File: src/rtl/dmareg_pkg.sv
package dmareg_pkg;

    localparam int NUM_CH  = 4;
    localparam int CH_W    = $clog2(NUM_CH);
    localparam int REG_W   = 16;
    localparam int BYTE_W  = 8;
    localparam int MODE_W  = 6;
    localparam int OFS_W   = 4;
    localparam int FLAT_W  = NUM_CH * REG_W;
    localparam int MFLAT_W = NUM_CH * MODE_W;

    // Mode field as stored: data bits [7:2] of a mode write.
    typedef struct packed {
        logic [1:0] xfer_kind;
        logic       addr_down;
        logic       auto_reload;
        logic [1:0] direction;
    } chan_mode_t;

    typedef enum logic [OFS_W-1:0] {
        PORT_CMD_STAT  = 4'd8,
        PORT_REQ       = 4'd9,
        PORT_SMASK     = 4'd10,
        PORT_MODE      = 4'd11,
        PORT_PTR_CLR   = 4'd12,
        PORT_MCLR_TEMP = 4'd13,
        PORT_MASK_CLR  = 4'd14,
        PORT_MASK_ALL  = 4'd15
    } ctl_port_e;

    typedef struct packed {
        logic [NUM_CH-1:0] wr_addr;
        logic [NUM_CH-1:0] wr_cnt;
        logic              chan_acc;
        logic              wr_cmd;
        logic              wr_req;
        logic              wr_smask;
        logic              wr_mode;
        logic              wr_ptr_clr;
        logic              wr_mclr;
        logic              wr_mask_clr;
        logic              wr_mask_all;
        logic              rd_status;
    } bus_dec_t;

    function automatic bus_dec_t decode_bus(input logic [OFS_W-1:0] ofs,
                                            input logic wr, input logic rd);
        bus_dec_t d;
        logic     rd_only;
        d       = '0;
        rd_only = rd & ~wr;
        if (!ofs[OFS_W-1]) begin
            d.chan_acc = wr | rd_only;
            if (wr) begin
                if (ofs[0]) d.wr_cnt[ofs[CH_W:1]]  = 1'b1;
                else        d.wr_addr[ofs[CH_W:1]] = 1'b1;
            end
        end else if (wr) begin
            case (ctl_port_e'(ofs))
                PORT_CMD_STAT:  d.wr_cmd      = 1'b1;
                PORT_REQ:       d.wr_req      = 1'b1;
                PORT_SMASK:     d.wr_smask    = 1'b1;
                PORT_MODE:      d.wr_mode     = 1'b1;
                PORT_PTR_CLR:   d.wr_ptr_clr  = 1'b1;
                PORT_MCLR_TEMP: d.wr_mclr     = 1'b1;
                PORT_MASK_CLR:  d.wr_mask_clr = 1'b1;
                PORT_MASK_ALL:  d.wr_mask_all = 1'b1;
                default:        d.wr_cmd      = 1'b0;
            endcase
        end else if (rd_only && ctl_port_e'(ofs) == PORT_CMD_STAT) begin
            d.rd_status = 1'b1;
        end
        return d;
    endfunction

    function automatic logic [BYTE_W-1:0] pick_byte(input logic [REG_W-1:0] v,
                                                    input logic hi);
        return hi ? v[REG_W-1:BYTE_W] : v[BYTE_W-1:0];
    endfunction

endpackage

File: src/rtl/dma_byte_ptr.sv
module dma_byte_ptr (
    input  logic clk,
    input  logic rst,
    input  logic clear,
    input  logic toggle,
    output logic hi
);
    always_ff @(posedge clk) begin
        if (rst || clear) hi <= 1'b0;
        else if (toggle)  hi <= ~hi;
    end
endmodule

File: src/rtl/dma_chan_regs.sv
module dma_chan_regs
    import dmareg_pkg::*;
#(
    parameter int W = REG_W
) (
    input  logic              clk,
    input  logic              rst,
    input  logic              wr_addr,
    input  logic              wr_cnt,
    input  logic              hi_sel,
    input  logic [BYTE_W-1:0] wdata,
    input  logic              step,
    input  logic              addr_down,
    input  logic              auto_reload,
    output logic [W-1:0]      cur_addr,
    output logic [W-1:0]      cur_cnt,
    output logic              tc_evt
);
    localparam int LO_W = W - BYTE_W;

    logic [W-1:0] base_addr, base_cnt;
    logic         step_ok;
    logic [W-1:0] addr_next;

    assign step_ok   = step & ~wr_addr & ~wr_cnt;
    assign tc_evt    = step_ok & (cur_cnt == '0);
    assign addr_next = addr_down ? cur_addr - W'(1) : cur_addr + W'(1);

    always_ff @(posedge clk) begin
        if (rst) begin
            base_addr <= '0;
            base_cnt  <= '0;
            cur_addr  <= '0;
            cur_cnt   <= '0;
        end else if (wr_addr) begin
            if (hi_sel) begin
                base_addr[W-1:LO_W] <= wdata;
                cur_addr[W-1:LO_W]  <= wdata;
            end else begin
                base_addr[BYTE_W-1:0] <= wdata;
                cur_addr[BYTE_W-1:0]  <= wdata;
            end
        end else if (wr_cnt) begin
            if (hi_sel) begin
                base_cnt[W-1:LO_W] <= wdata;
                cur_cnt[W-1:LO_W]  <= wdata;
            end else begin
                base_cnt[BYTE_W-1:0] <= wdata;
                cur_cnt[BYTE_W-1:0]  <= wdata;
            end
        end else if (step_ok) begin
            if (tc_evt && auto_reload) begin
                cur_addr <= base_addr;
                cur_cnt  <= base_cnt;
            end else begin
                cur_addr <= addr_next;
                cur_cnt  <= cur_cnt - W'(1);
            end
        end
    end
endmodule

File: src/rtl/dma_ctrl_regs.sv
module dma_ctrl_regs
    import dmareg_pkg::*;
(
    input  logic              clk,
    input  logic              rst,
    input  bus_dec_t          dec,
    input  logic [BYTE_W-1:0] wdata,
    input  logic [NUM_CH-1:0] tc_evt,
    output logic [NUM_CH-1:0] mask,
    output chan_mode_t        modes [NUM_CH],
    output logic [BYTE_W-1:0] cmd,
    output logic [NUM_CH-1:0] req,
    output logic [NUM_CH-1:0] tc
);
    logic [CH_W-1:0] sel;
    assign sel = wdata[CH_W-1:0];

    // Command, request and mask: master clear resets them together.
    always_ff @(posedge clk) begin
        if (rst || dec.wr_mclr) begin
            cmd  <= '0;
            req  <= '0;
            mask <= '1;
        end else begin
            if (dec.wr_cmd)      cmd       <= wdata;
            if (dec.wr_req)      req[sel]  <= wdata[2];
            if (dec.wr_smask)    mask[sel] <= wdata[2];
            if (dec.wr_mask_clr) mask      <= '0;
            if (dec.wr_mask_all) mask      <= wdata[NUM_CH-1:0];
        end
    end

    // Terminal-count flags: read clears, a new event wins over the clear.
    always_ff @(posedge clk) begin
        if (rst || dec.wr_mclr)  tc <= '0;
        else if (dec.rd_status)  tc <= tc_evt;
        else                     tc <= tc | tc_evt;
    end

    generate
        for (genvar c = 0; c < NUM_CH; c++) begin : g_mode
            always_ff @(posedge clk) begin
                if (rst)
                    modes[c] <= '0;
                else if (dec.wr_mode && sel == CH_W'(c))
                    modes[c] <= chan_mode_t'(wdata[BYTE_W-1:BYTE_W-MODE_W]);
            end
        end
    endgenerate
endmodule

File: src/rtl/dma_regif.sv
module dma_regif
    import dmareg_pkg::*;
(
    input  logic               clk,
    input  logic               rst,
    input  logic [OFS_W-1:0]   bus_addr,
    input  logic [BYTE_W-1:0]  bus_wdata,
    input  logic               bus_wr,
    input  logic               bus_rd,
    output logic [BYTE_W-1:0]  bus_rdata,
    input  logic [NUM_CH-1:0]  eng_step,
    output logic [FLAT_W-1:0]  chan_addr_o,
    output logic [FLAT_W-1:0]  chan_count_o,
    output logic [MFLAT_W-1:0] chan_mode_o,
    output logic [NUM_CH-1:0]  chan_mask_o,
    output logic [NUM_CH-1:0]  chan_tc_o,
    output logic [BYTE_W-1:0]  cmd_o,
    output logic [NUM_CH-1:0]  req_o
);
    bus_dec_t          dec;
    logic              ptr_hi;
    logic [NUM_CH-1:0] tc_evt;
    logic [REG_W-1:0]  cur_addr [NUM_CH];
    logic [REG_W-1:0]  cur_cnt  [NUM_CH];
    chan_mode_t        modes    [NUM_CH];

    assign dec = decode_bus(bus_addr, bus_wr, bus_rd);

    dma_byte_ptr u_ptr (
        .clk    (clk),
        .rst    (rst),
        .clear  (dec.wr_ptr_clr | dec.wr_mclr),
        .toggle (dec.chan_acc),
        .hi     (ptr_hi)
    );

    generate
        for (genvar c = 0; c < NUM_CH; c++) begin : g_chan
            dma_chan_regs #(.W(REG_W)) u_chan (
                .clk         (clk),
                .rst         (rst),
                .wr_addr     (dec.wr_addr[c]),
                .wr_cnt      (dec.wr_cnt[c]),
                .hi_sel      (ptr_hi),
                .wdata       (bus_wdata),
                .step        (eng_step[c]),
                .addr_down   (modes[c].addr_down),
                .auto_reload (modes[c].auto_reload),
                .cur_addr    (cur_addr[c]),
                .cur_cnt     (cur_cnt[c]),
                .tc_evt      (tc_evt[c])
            );
            assign chan_addr_o[c*REG_W +: REG_W]   = cur_addr[c];
            assign chan_count_o[c*REG_W +: REG_W]  = cur_cnt[c];
            assign chan_mode_o[c*MODE_W +: MODE_W] = modes[c];
        end
    endgenerate

    dma_ctrl_regs u_ctrl (
        .clk    (clk),
        .rst    (rst),
        .dec    (dec),
        .wdata  (bus_wdata),
        .tc_evt (tc_evt),
        .mask   (chan_mask_o),
        .modes  (modes),
        .cmd    (cmd_o),
        .req    (req_o),
        .tc     (chan_tc_o)
    );

    // Read path: channel registers by pointer, status at offset 8, zero elsewhere.
    logic [CH_W-1:0]  rd_ch;
    logic [REG_W-1:0] rd_word;
    assign rd_ch   = bus_addr[CH_W:1];
    assign rd_word = bus_addr[0] ? cur_cnt[rd_ch] : cur_addr[rd_ch];

    always_comb begin
        bus_rdata = '0;
        if (bus_rd && !bus_wr) begin
            if (!bus_addr[OFS_W-1])
                bus_rdata = pick_byte(rd_word, ptr_hi);
            else if (ctl_port_e'(bus_addr) == PORT_CMD_STAT)
                bus_rdata = {req_o, chan_tc_o};
        end
    end
endmodule

File: config.mk
export PLATFORM = sky130hd
export DESIGN_NAME = dma_regif
export DESIGN_NICKNAME = d
export VERILOG_FILES = /design/src/rtl/dmareg_pkg.sv /design/src/rtl/dma_byte_ptr.sv /design/src/rtl/dma_chan_regs.sv /design/src/rtl/dma_ctrl_regs.sv /design/src/rtl/dma_regif.sv
export SDC_FILE = /design/constraint.sdc
export NUM_CORES = 1
export LEC_CHECK = 0
export BUFFER_PORTS_ARGS = -buffer_cell sky130_fd_sc_hd__buf_2
export CORE_ASPECT_RATIO = 0.9
export CORE_MARGIN = 3
export CORE_UTILIZATION = 60
export CTS_BUF_LIST = sky130_fd_sc_hd__clkbuf_8
export DETAILED_ROUTE_END_ITERATION = 10
export GPL_TIMING_DRIVEN = 1
export PLACE_DENSITY = 0.81
export SLEW_MARGIN = 10
export SYNTH_ARGS = -nofsm -noshare
export SYNTH_HDL_FRONTEND = slang
export SYNTH_SLANG_ARGS = --single-unit
File: constraint.sdc
create_clock -name clk -period 4.3 [get_ports clk]
set_input_delay 0.645 -clock clk [delete_from_list [all_inputs] [get_ports clk]]
set_output_delay 0.645 -clock clk [all_outputs]
set_load 0.01 [all_outputs]
Yosys cells after proc, flatten, opt, wreduce, memory -nomap -nowiden

Cells that the tools add are included.

$add $sub $neg: 12
Bitwise operators: 27
Reduce and logical (&&, ||, !) cells: 61
Order comparisons: 5
Equal/unequal tests: 31
Muxes and demuxes: 71

Operator list:

| operator                                              | count |
|---|---|
| 2-to-1 mux 16 bit                                     | 37 |
| subtractor 16 x 1 -> 16 bit, second input constant    | 8 |
| AND reduction 3 bit                                   | 24 |
| adder 16 x 1 -> 16 bit, second input constant         | 4 |
| binary-select mux 16 bit (select 2 bit)               | 2 |
| logical NOT 16 bit                                    | 4 |
| 2-to-1 mux 8 bit                                      | 8 |
| == test 4 bit, second input constant                  | 8 |
| inequality test 2 bit, second input constant          | 16 |
| 2-to-1 mux 4 bit                                      | 6 |
| 2-to-1 mux 9 bit                                      | 2 |
| AND reduction 2 bit                                   | 8 |
| nonzero test 2 bit                                    | 8 |
| AND 1 bit                                             | 13 |
| logical AND 1 bit                                     | 12 |
| 2-to-1 mux 1 bit                                      | 12 |
| inverter 1 bit                                        | 10 |
| bitwise mux 4 bit                                     | 2 |
| inequality test 2 x 1 -> 1 bit, second input constant | 4 |
| < comparator 2 x 3 -> 1 bit, second input constant    | 2 |
| demux 1 bit (select 2 bit)                            | 2 |
| == test 2 bit, second input constant                  | 2 |
| >= comparator 2 x 1 -> 1 bit, second input constant   | 2 |
| OR 4 bit                                              | 1 |
| 8 further kinds                                       | 10 |

Register bits: 301
Input port bits: 20
Output and inout port bits: 180

Longest topological paths before layout

Gate-level depths: netlist of the first run.

Word-level depth: 16
Depth in mapped cells: 11

Hierarchy

From an unflattened synthesis of the first run, not the netlist that was laid out.

Cell total of the unflattened synthesis: 2279
Area, all modules: 18350.1 sq um

Modules (own cells, without submodules):

| module                               | cells each | area an instance (sq um) | seq. area each (sq um) | times used |
|---|---|---|---|---|
| dma_chan_regs (g_chan[0].u_chan ...) | 485        | 3816.2                   | 1281.2                 | 2 |
| dma_chan_regs (g_chan[2].u_chan ...) | 486        | 3797.4                   | 1281.2                 | 2 |
| dma_ctrl_regs                        | 165        | 1684.1                   | 880.8                  | 1 |
| dma_regif                            | 169        | 1400.1                   | 0.0                    | 1 |
| dma_byte_ptr                         | 3          | 38.8                     | 20.0                   | 1 |

Worst setup path before layout of the first run

OpenSTA, ideal clock, no wires.

Path type: input -> output
Start: in bus_addr[2]
End: out bus_rdata[2]
Setup slack: 729 ps
Cell stages on the path: 7
Arrival time: 2926 ps
Cell sequence: clkbuf_1 clkbuf_1 buf_2 mux4_2 mux4_2 inv_1 o21ai_0

Word-level cells in the longest chain between the ends: 8
Elaborated cells between the ends (all ways): 13
Those cells by class: eq/ne (1); mux (11); bitwise (1)

RTL lines:

| what                                                 | line             | text |
|---|---|---|
| from (decl)                                          | dma_regif.sv:6   | `input logic [OFS_W-1:0] bus_addr,` |
| inverter 2 -> 3 bit (not written as such)            | dma_regif.sv:76  | `assign rd_word = bus_addr[0] ? cur_cnt[rd_ch] : cur_addr[rd_ch];` |
| binary-select mux 16 bit (select 2 bit)              | dma_regif.sv:76  |  |
| 2-to-1 mux 16 bit (not written as such) (2 in a row) | dma_regif.sv:76  |  |
| 2-to-1 mux 16 bit                                    | dma_regif.sv:76  |  |
| 2-to-1 mux 8 bit                                     | dmareg_pkg.sv:78 | `return hi ? v[REG_W-1:BYTE_W] : v[BYTE_W-1:0];` |
| 2-to-1 mux 8 bit (*)                                 | dma_regif.sv:81  | `if (!bus_addr[OFS_W-1])` |
| 2-to-1 mux 8 bit (*)                                 | dma_regif.sv:80  | `if (bus_rd && !bus_wr) begin` |
| to (decl)                                            | dma_regif.sv:10  | `output logic [BYTE_W-1:0] bus_rdata,` |

Mark *: on every way between the ends. The rest lies on a longest branch, timed or not. The select of a mux whose other input is x is not followed.

Final worst setup path of the first run

Start: in bus_addr[2]
End: out bus_rdata[4]

The elaborated chain is that of the path after synthesis.

==> results of run 1 <==
-- tightest hold or removal path: stages --
cell	delay [ps]
buf_2	120
a221oi_1	90
nor2_1	110
nor2_1	40
-- logic make-up after synthesis --
family                     count (synthesis)  synth area share, %
AOI/OAI and AO/OA                        693                23.94
xor gates and xnor gates                  92                4.434
adders and majority gates                 68                4.847
buffers and inverters                    214                4.764
DFF                                      301                33.16
muxes                                     87                7.552
and+or+nand+nor                          879                21.31
-- power breakdown --
group	switching (W)	leakage [nW]	internal [W]
clock network	0.00122	0.584	0.00137
registers	0.000290	2.45	0.00290
logic	0.000752	5.30	0.000516
total	0.00227	8.33	0.00478
-- Yosys cell counts (all sizes together), types with 35 or more instances --
master  instances  area [sq um]
a21oi         239          1196
nand3          82         410.4
nand2         400          1504
nor2          213         799.5
a31oi          41         256.5
xor2           36         315.3
o211ai         78         585.6
ha             64         800.8
a311oi         35         306.5
inv            36         135.1
nor3           53         265.3
dfxtp         301          6026
clkbuf        150         563.0
mux2i          46         460.4
xnor2          56         490.5
mux4           40         900.9
o21ai         147         739.5
-- through the flow --
stage / setup slack [ps] / hold slack (ps) / std cells / total power, W / cell area, sq um
after floorplan: 729.3 / 431.7 / 2334 / 0.003972 / 18170
after global placement: 777.6 / 440.4 / 2809 / 0.004427 / 19440
after detailed placement: 755.7 / 445.8 / 2809 / 0.004455 / 19440
after CTS: 753.6 / 413.3 / 2900 / 0.007004 / 20460
after global routing: 570.4 / 471.0 / 2902 / 0.007288 / 20470
final: 697.0 / 434.0 / 2907 / 0.007052 / 20480
-- state kept, by name (all words and copies together), names as in the netlist --
signal and count:
g_chan.u_chan.base_addr 64, g_chan.u_chan.base_cnt 64, g_chan.u_chan.cur_addr 64, g_chan.u_chan.cur_cnt 64, u_ctrl.cmd 8, u_ctrl.mask 4
u_ctrl.modes 24, u_ctrl.req 4, u_ctrl.tc 4, u_ptr.hi 1
-- area by class of cell --
type	count	area share, %
timing repair buffer	256	7.105
clock inverter	25	0.5743
multi-input combinational	1819	55.26
tap	396	2.419
sequential	301	29.44
clock buffer	66	4.435
inverter	37	0.6782
antenna	7	0.08553
-- path summary, 6_finish.rpt --
| kind | start | end | cells after the start |
|---|---|---|---|
| worst min-delay path | bus_rd | u_ptr.hi | 4 |
| worst max-delay path | bus_addr[2] | bus_rdata[4] | 7 |
| worst min register to register | g_chan[3].u_chan.base_addr[7] | g_chan[3].u_chan.base_addr[7] | 2 |
| worst max register to register | g_chan[3].u_chan.cur_cnt[6] | g_chan[3].u_chan.cur_addr[2] | 8 |
-- routing by layer --
layer | vias to the layer above | share of wire [%]
li1 | 8789 | -
met1 | 9150 | 39
met2 | 1353 | 42
met3 | 307 | 14
met4 | 4 | 6.1
met5 | - | 0.042
==> results_dict.tcl, run 1 <==
set metrics [dict create \
    initial_core_util_pct 61.86 \
    worst_pin_slew_ps 1114 \
    crit_chain "buf_2, buf_12, mux4_2, mux4_2, inv_1, o21ai_0, buf_2" \
    core-area_sq_um 29380 \
    syn_nets 2422 \
    outcome "finished clean" \
    fillers 2529 \
    power.leakage_nw 8.334 \
    die_area_sq_um 32420 \
    root_buffer "clkbuf_8" \
    grt_usage_pct 41.58 \
    drt_first_pass_iters 8 \
    htree_num_levels 2 \
    io_pins 200 \
    ys_ff_latch 301 \
    gp_congestion 0.9916 \
    num_rows 59 \
    grt_pass1_wl_mm 106.1 \
    insertion_delay_ps 620 \
    rsz0062_at_grt "no" \
    vdd.ir_drop.worst_v 0.0003028 \
    finalMaxSlewViolations 0 \
    multi_input_area_sq_um 11320 \
    period_needed_ps 3603 \
    cp-start-kind "input pin" \
    synth.avg_cell_area_sq_um 7.786 \
    grt_busiest_layer "met2" \
    cp_top_family "buffers and inverters" \
    hold_violations 0 \
    critPathBufInv 4 \
    syn_inst 2334 \
    maxCapViolations 0 \
    antenna_found_initial 4 \
    port_buffers 199 \
    reg2reg_slack_ps 940 \
    layout.area.seq_sq_um 6030 \
    cp_slowest_cell "buf_2" \
    drt-total-wl_mm 69.11 \
    vias_per_cell 6.743 \
    final_core_util_pct 69.70 \
    wl_per_cell_microns 23.77 \
    drt-initial-drc-count 3001 \
    timing.final.crit_share_pct 83.79 \
    detailed_place_hpwl_mm 48.44 \
    netlist_area_sq_um 18170 \
    pwr_density_cell_nw_per_um2 344.4 \
    async_reset_ff_share_pct 0 \
    path_class "input pin to output port" \
    yosysWarnings 0 \
    tns_ps 0 \
    vias 19600 \
    die-width_microns 189.5 \
    ctsResizeCount 0 \
    arrival_ps 2960 \
    antenna_left 0 \
    setup_viol 0 \
    cts_sinks 301 \
    fin_skew_ps 31.92 \
    hold_buffers 0 \
    die_h_microns 171.1 \
    postCtsSetupRepairBufs 0 \
    worst_setup_path_end_kind "output port" \
    critPathMaxStageDelay_ps 540 \
    met3_usage_pct 10.69 \
    worst_ep_required_time_ps 3650 \
    met1_usage_pct 56.51 \
    final_cell_mix "nand2_1 (399), dfxtp_1 (300), a21oi_1 (239), nor2_1 (213), buf_2 (198)" \
    synthFlopType "dfxtp_1" \
    yosysUniqueCellTypes 77 \
    cts_tree "yes" \
    synth_seq_area_share_pct 33.16 \
    path_clk_slew_ps 70 \
    grt_pass1_vias 17880 \
    relSlewSlack_pct 25.73 \
    min_path_type "input pin to flop" \
    drc_errors 0 \
    layout-drive-gt1-share_pct 16.09 \
    area_delta_synth_final_pct 12.69 \
    clk_path_buf_depth 3 \
    worstPathMaxFanout 26 \
    overflow 0 \
    max_freq_mhz 277.6 \
    use_met2_pct 61.28 \
    final_common_cell "nand2_1" \
    synth-edff-count 0 \
    grt_max_degree 93 \
    fin_nets 2553 \
    numCtsBuffers 50 \
]
No activity file was read; power rests on OpenSTA's default activity.
==> run 2: changes to the inputs <==
--- a/config.mk
+++ b/config.mk
@@ -5,14 +5,15 @@
 export SDC_FILE = /design/constraint.sdc
 export NUM_CORES = 1
 export LEC_CHECK = 0
+export ABC_AREA = 1
 export BUFFER_PORTS_ARGS = -buffer_cell sky130_fd_sc_hd__buf_2
 export CORE_ASPECT_RATIO = 0.9
 export CORE_MARGIN = 3
-export CORE_UTILIZATION = 60
+export CORE_UTILIZATION = 56
 export CTS_BUF_LIST = sky130_fd_sc_hd__clkbuf_8
 export DETAILED_ROUTE_END_ITERATION = 10
 export GPL_TIMING_DRIVEN = 1
-export PLACE_DENSITY = 0.81
+export PLACE_DENSITY = 0.79
 export SLEW_MARGIN = 10
 export SYNTH_ARGS = -nofsm -noshare
 export SYNTH_HDL_FRONTEND = slang
==> constraint.sdc (replaced) <==
create_clock -name clk -period 2.9 [get_ports clk]
set_input_delay 0.435 -clock clk [delete_from_list [all_inputs] [get_ports clk]]
set_output_delay 0.435 -clock clk [all_outputs]
set_load 0.01 [all_outputs]
==> run 2 against run 1 <==
  * Routed wire length grew 15%
  * Register-to-register slack lost 620 ps
  * Clock power grew 45%
  * Critical endpoint is now bus_rdata[7]
==> results_dict.tcl, run 2 <==
set metrics [dict create \
    synth_seq_area_share_pct 30.29 \
    synthFlopType "dfxtp_1" \
    cp_top_family "buffers and inverters" \
    async_reset_ff_share_pct 0 \
    synth_mux_area_share_pct 0 \
    reg2regPathDepth 10 \
    rsz0062_at_grt "no" \
    layout.area.seq_sq_um 6026 \
    num_rows 64 \
    worstSetupStartpoint "u_ptr.hi" \
    hold_end "u_ctrl.cmd[5]" \
    yosysWarnings 0 \
    core-area_sq_um 34510 \
    drt-total-wl_mm 79.67 \
    setup_viol 0 \
    detailed_place_hpwl_mm 58.29 \
    drc_errors 0 \
    io_pins 200 \
    worst_ep_required_time_ps 2470 \
    r2r-start "g_chan[3].u_chan.cur_cnt[2]" \
    vdd.ir_drop.worst_v 0.0004319 \
    die_h_microns 184.8 \
    overflow 0 \
    synth_xor_area_share_pct 2.157 \
    finalMaxSlewViolations 0 \
    grt_usage_pct 41.15 \
    relSlewSlack_pct 38.45 \
    cts_tree "yes" \
    htree_num_levels 2 \
    arrival_ps 2370 \
    area_delta_synth_final_pct 12.69 \
    reg2reg_slack_ps 320 \
    synth.avg_cell_area_sq_um 6.088 \
    min_path_cells 3 \
    cp_slowest_cell "clkinv_1" \
    cp-start-kind "flop" \
    total_power_w 0.01095 \
    synth-simple-area-share_pct 34.67 \
    root_buffer "clkbuf_8" \
    vias 23050 \
    outcome "finished clean" \
    worst_pin_slew_ps 919.8 \
    multi_input_area_sq_um 11560 \
    synth_common_cells "nand2_1 (824), inv_1 (415), nor2_1 (345), a21oi_1 (328), dfxtp_1 (301)" \
    syn_inst 3268 \
    layout-drive-gt1-share_pct 11.91 \
    yosysTopAreaCell "dfxtp_1" \
    syn_nets 3356 \
    gp_congestion 1.045 \
    drt-initial-drc-count 2397 \
    synth_top_family_by_area "simple AND/OR/NAND/NOR gates" \
    synth_fa_ha_area_share_pct 4.427 \
    timing.final.crit_share_pct 96.77 \
    synth_most_common_cell "nand2_1" \
    min_path_type "input pin to flop" \
    hold_buffers 0 \
    netlist_area_sq_um 19900 \
    power.leakage_nw 10.90 \
    path_class "flop to output port" \
    fin_nets 3536 \
    yosysUniqueCellTypes 44 \
    vias_per_cell 5.839 \
    holdCritStartpoint "bus_wr" \
    critPathBufInv 2 \
    grt_pass1_vias 21440 \
    pwr_density_cell_nw_per_um2 488.4 \
    die_area_sq_um 37830 \
    cts_sinks 301 \
    postCtsSetupRepairBufs 0 \
    die-width_microns 204.7 \
    ctsResizeCount 0 \
    max_freq_mhz 356.3 \
    maxCapViolations 0 \
    reg2reg_to "g_chan[3].u_chan.cur_cnt[2]" \
    synth-edff-count 0 \
    critPathMaxStageDelay_ps 510 \
    tns_ps 0 \
    numCtsBuffers 50 \
    insertion_delay_ps 620 \
    stdcell_area_sq_um 22420 \
    worst_setup_path_end_kind "output port" \
    path_clk_slew_ps 70 \
    hold_violations 0 \
    ys_ff_latch 301 \
    port_buffers 199 \
    antenna_found_initial 0 \
    hold-worst-slack_ps 229.0 \
    synth.top_cell.area_share_pct 30.29 \
    worstPathMaxFanout 13 \
    final_cell_mix "nand2_1 (824), inv_1 (434), nor2_1 (343), a21oi_1 (328), dfxtp_1 (301)" \
    clk_path_buf_depth 3 \
    fin_skew_ps 23.55 \
    final_common_cell "nand2_1" \
    crit_chain "clkinv_1, nand4_1, nand3_1, nand2_1, nand2_1, o21ai_0, buf_2" \
    synth_compound_area_share_pct 16.83 \
    synth_area_leaders "dfxtp_1 (30%), nand2_1 (16%), a21oi_1 (8.3%), inv_1 (7.8%), nand3_1 (7.0%)" \
    antenna_left 0 \
    cpMostUsedCell "nand2_1" \
    drt_first_pass_iters 6 \
    grt_max_degree 130 \
    grt_pass1_wl_mm 121.6 \
    placed_area_sq_um 21440 \
    fillers 3303 \
    initial_core_util_pct 57.65 \
    wl_per_cell_microns 20.18 \
    period_needed_ps 2806 \
]
[run 2: kinds of logic after synthesis]
group                      count (synthesis)
buffers and inverters                    588
xor gates and xnor gates                  49
AOI/OAI and AO/OA                        647
DFF                                      301
adders and majority gates                 68
and+or+nand+nor                         1615
[run 2: final cells by class]
type,instances,area share (%)
Tap cell,462,2.578
Timing Repair Buffer,271,7.132
Multi-Input combinational cell,2379,51.57
Sequential cell,301,26.88
Antenna cell,1,0.01116
Clock inverter,29,0.6864
Clock buffer,60,3.683
Inverter,445,7.467
[run 2: worst register-to-register path, stage by stage (launching register included)]
cell and delay [ps]:
dfxtp_1 360, inv_1 260, nand2_1 150, nor2_1 150, nand2_1 90, nor2_2 360, nand3_2 340, inv_2 450
nand2_1 150, nand3_1 100, a21oi_1 60
[run 2: layer usage]
layer  share of wire [%]  track usage, %  vias to the layer above
met5                   0               0                        -
met3                  11           9.770                      290
li1                    -               -                    10970
met4                 5.6           20.01                        0
met2                  42           63.29                     1254
met1                  41           54.52                    10540
[run 2: how the worst max path moves through the flow]
stage | cells past startpoint | slack (ps) | endpoint
after floorplan | 11 | 770 | bus_rdata[1]
after global placement | 11 | 440 | bus_rdata[1]
after detailed placement | 11 | 430 | bus_rdata[1]
after CTS | 7 | 180 | bus_rdata[6]
after global routing | 7 | 60 | bus_rdata[7]
final | 7 | 90 | bus_rdata[7]
[run 2: through the flow]
step / util [%] / worst slack [ps] / std cells
after floorplan: - / 770.4 / 3268
after global placement: 62.12 / 442.3 / 3858
final: 64.96 / 93.64 / 3948
after CTS: 64.95 / 183.5 / 3947
after global routing: 64.95 / 55.42 / 3947
after detailed placement: 62.12 / 428.5 / 3858
[run 2: where the power goes]
| part | switching (W) | leakage (nW) | internal (W) |
|---|---|---|---|
| sequential | 0.000384 | 2.46 | 0.00434 |
| clock | 0.00182 | 0.576 | 0.00196 |
| combinational | 0.00163 | 7.87 | 0.000817 |
| total | 0.00384 | 10.9 | 0.00711 |
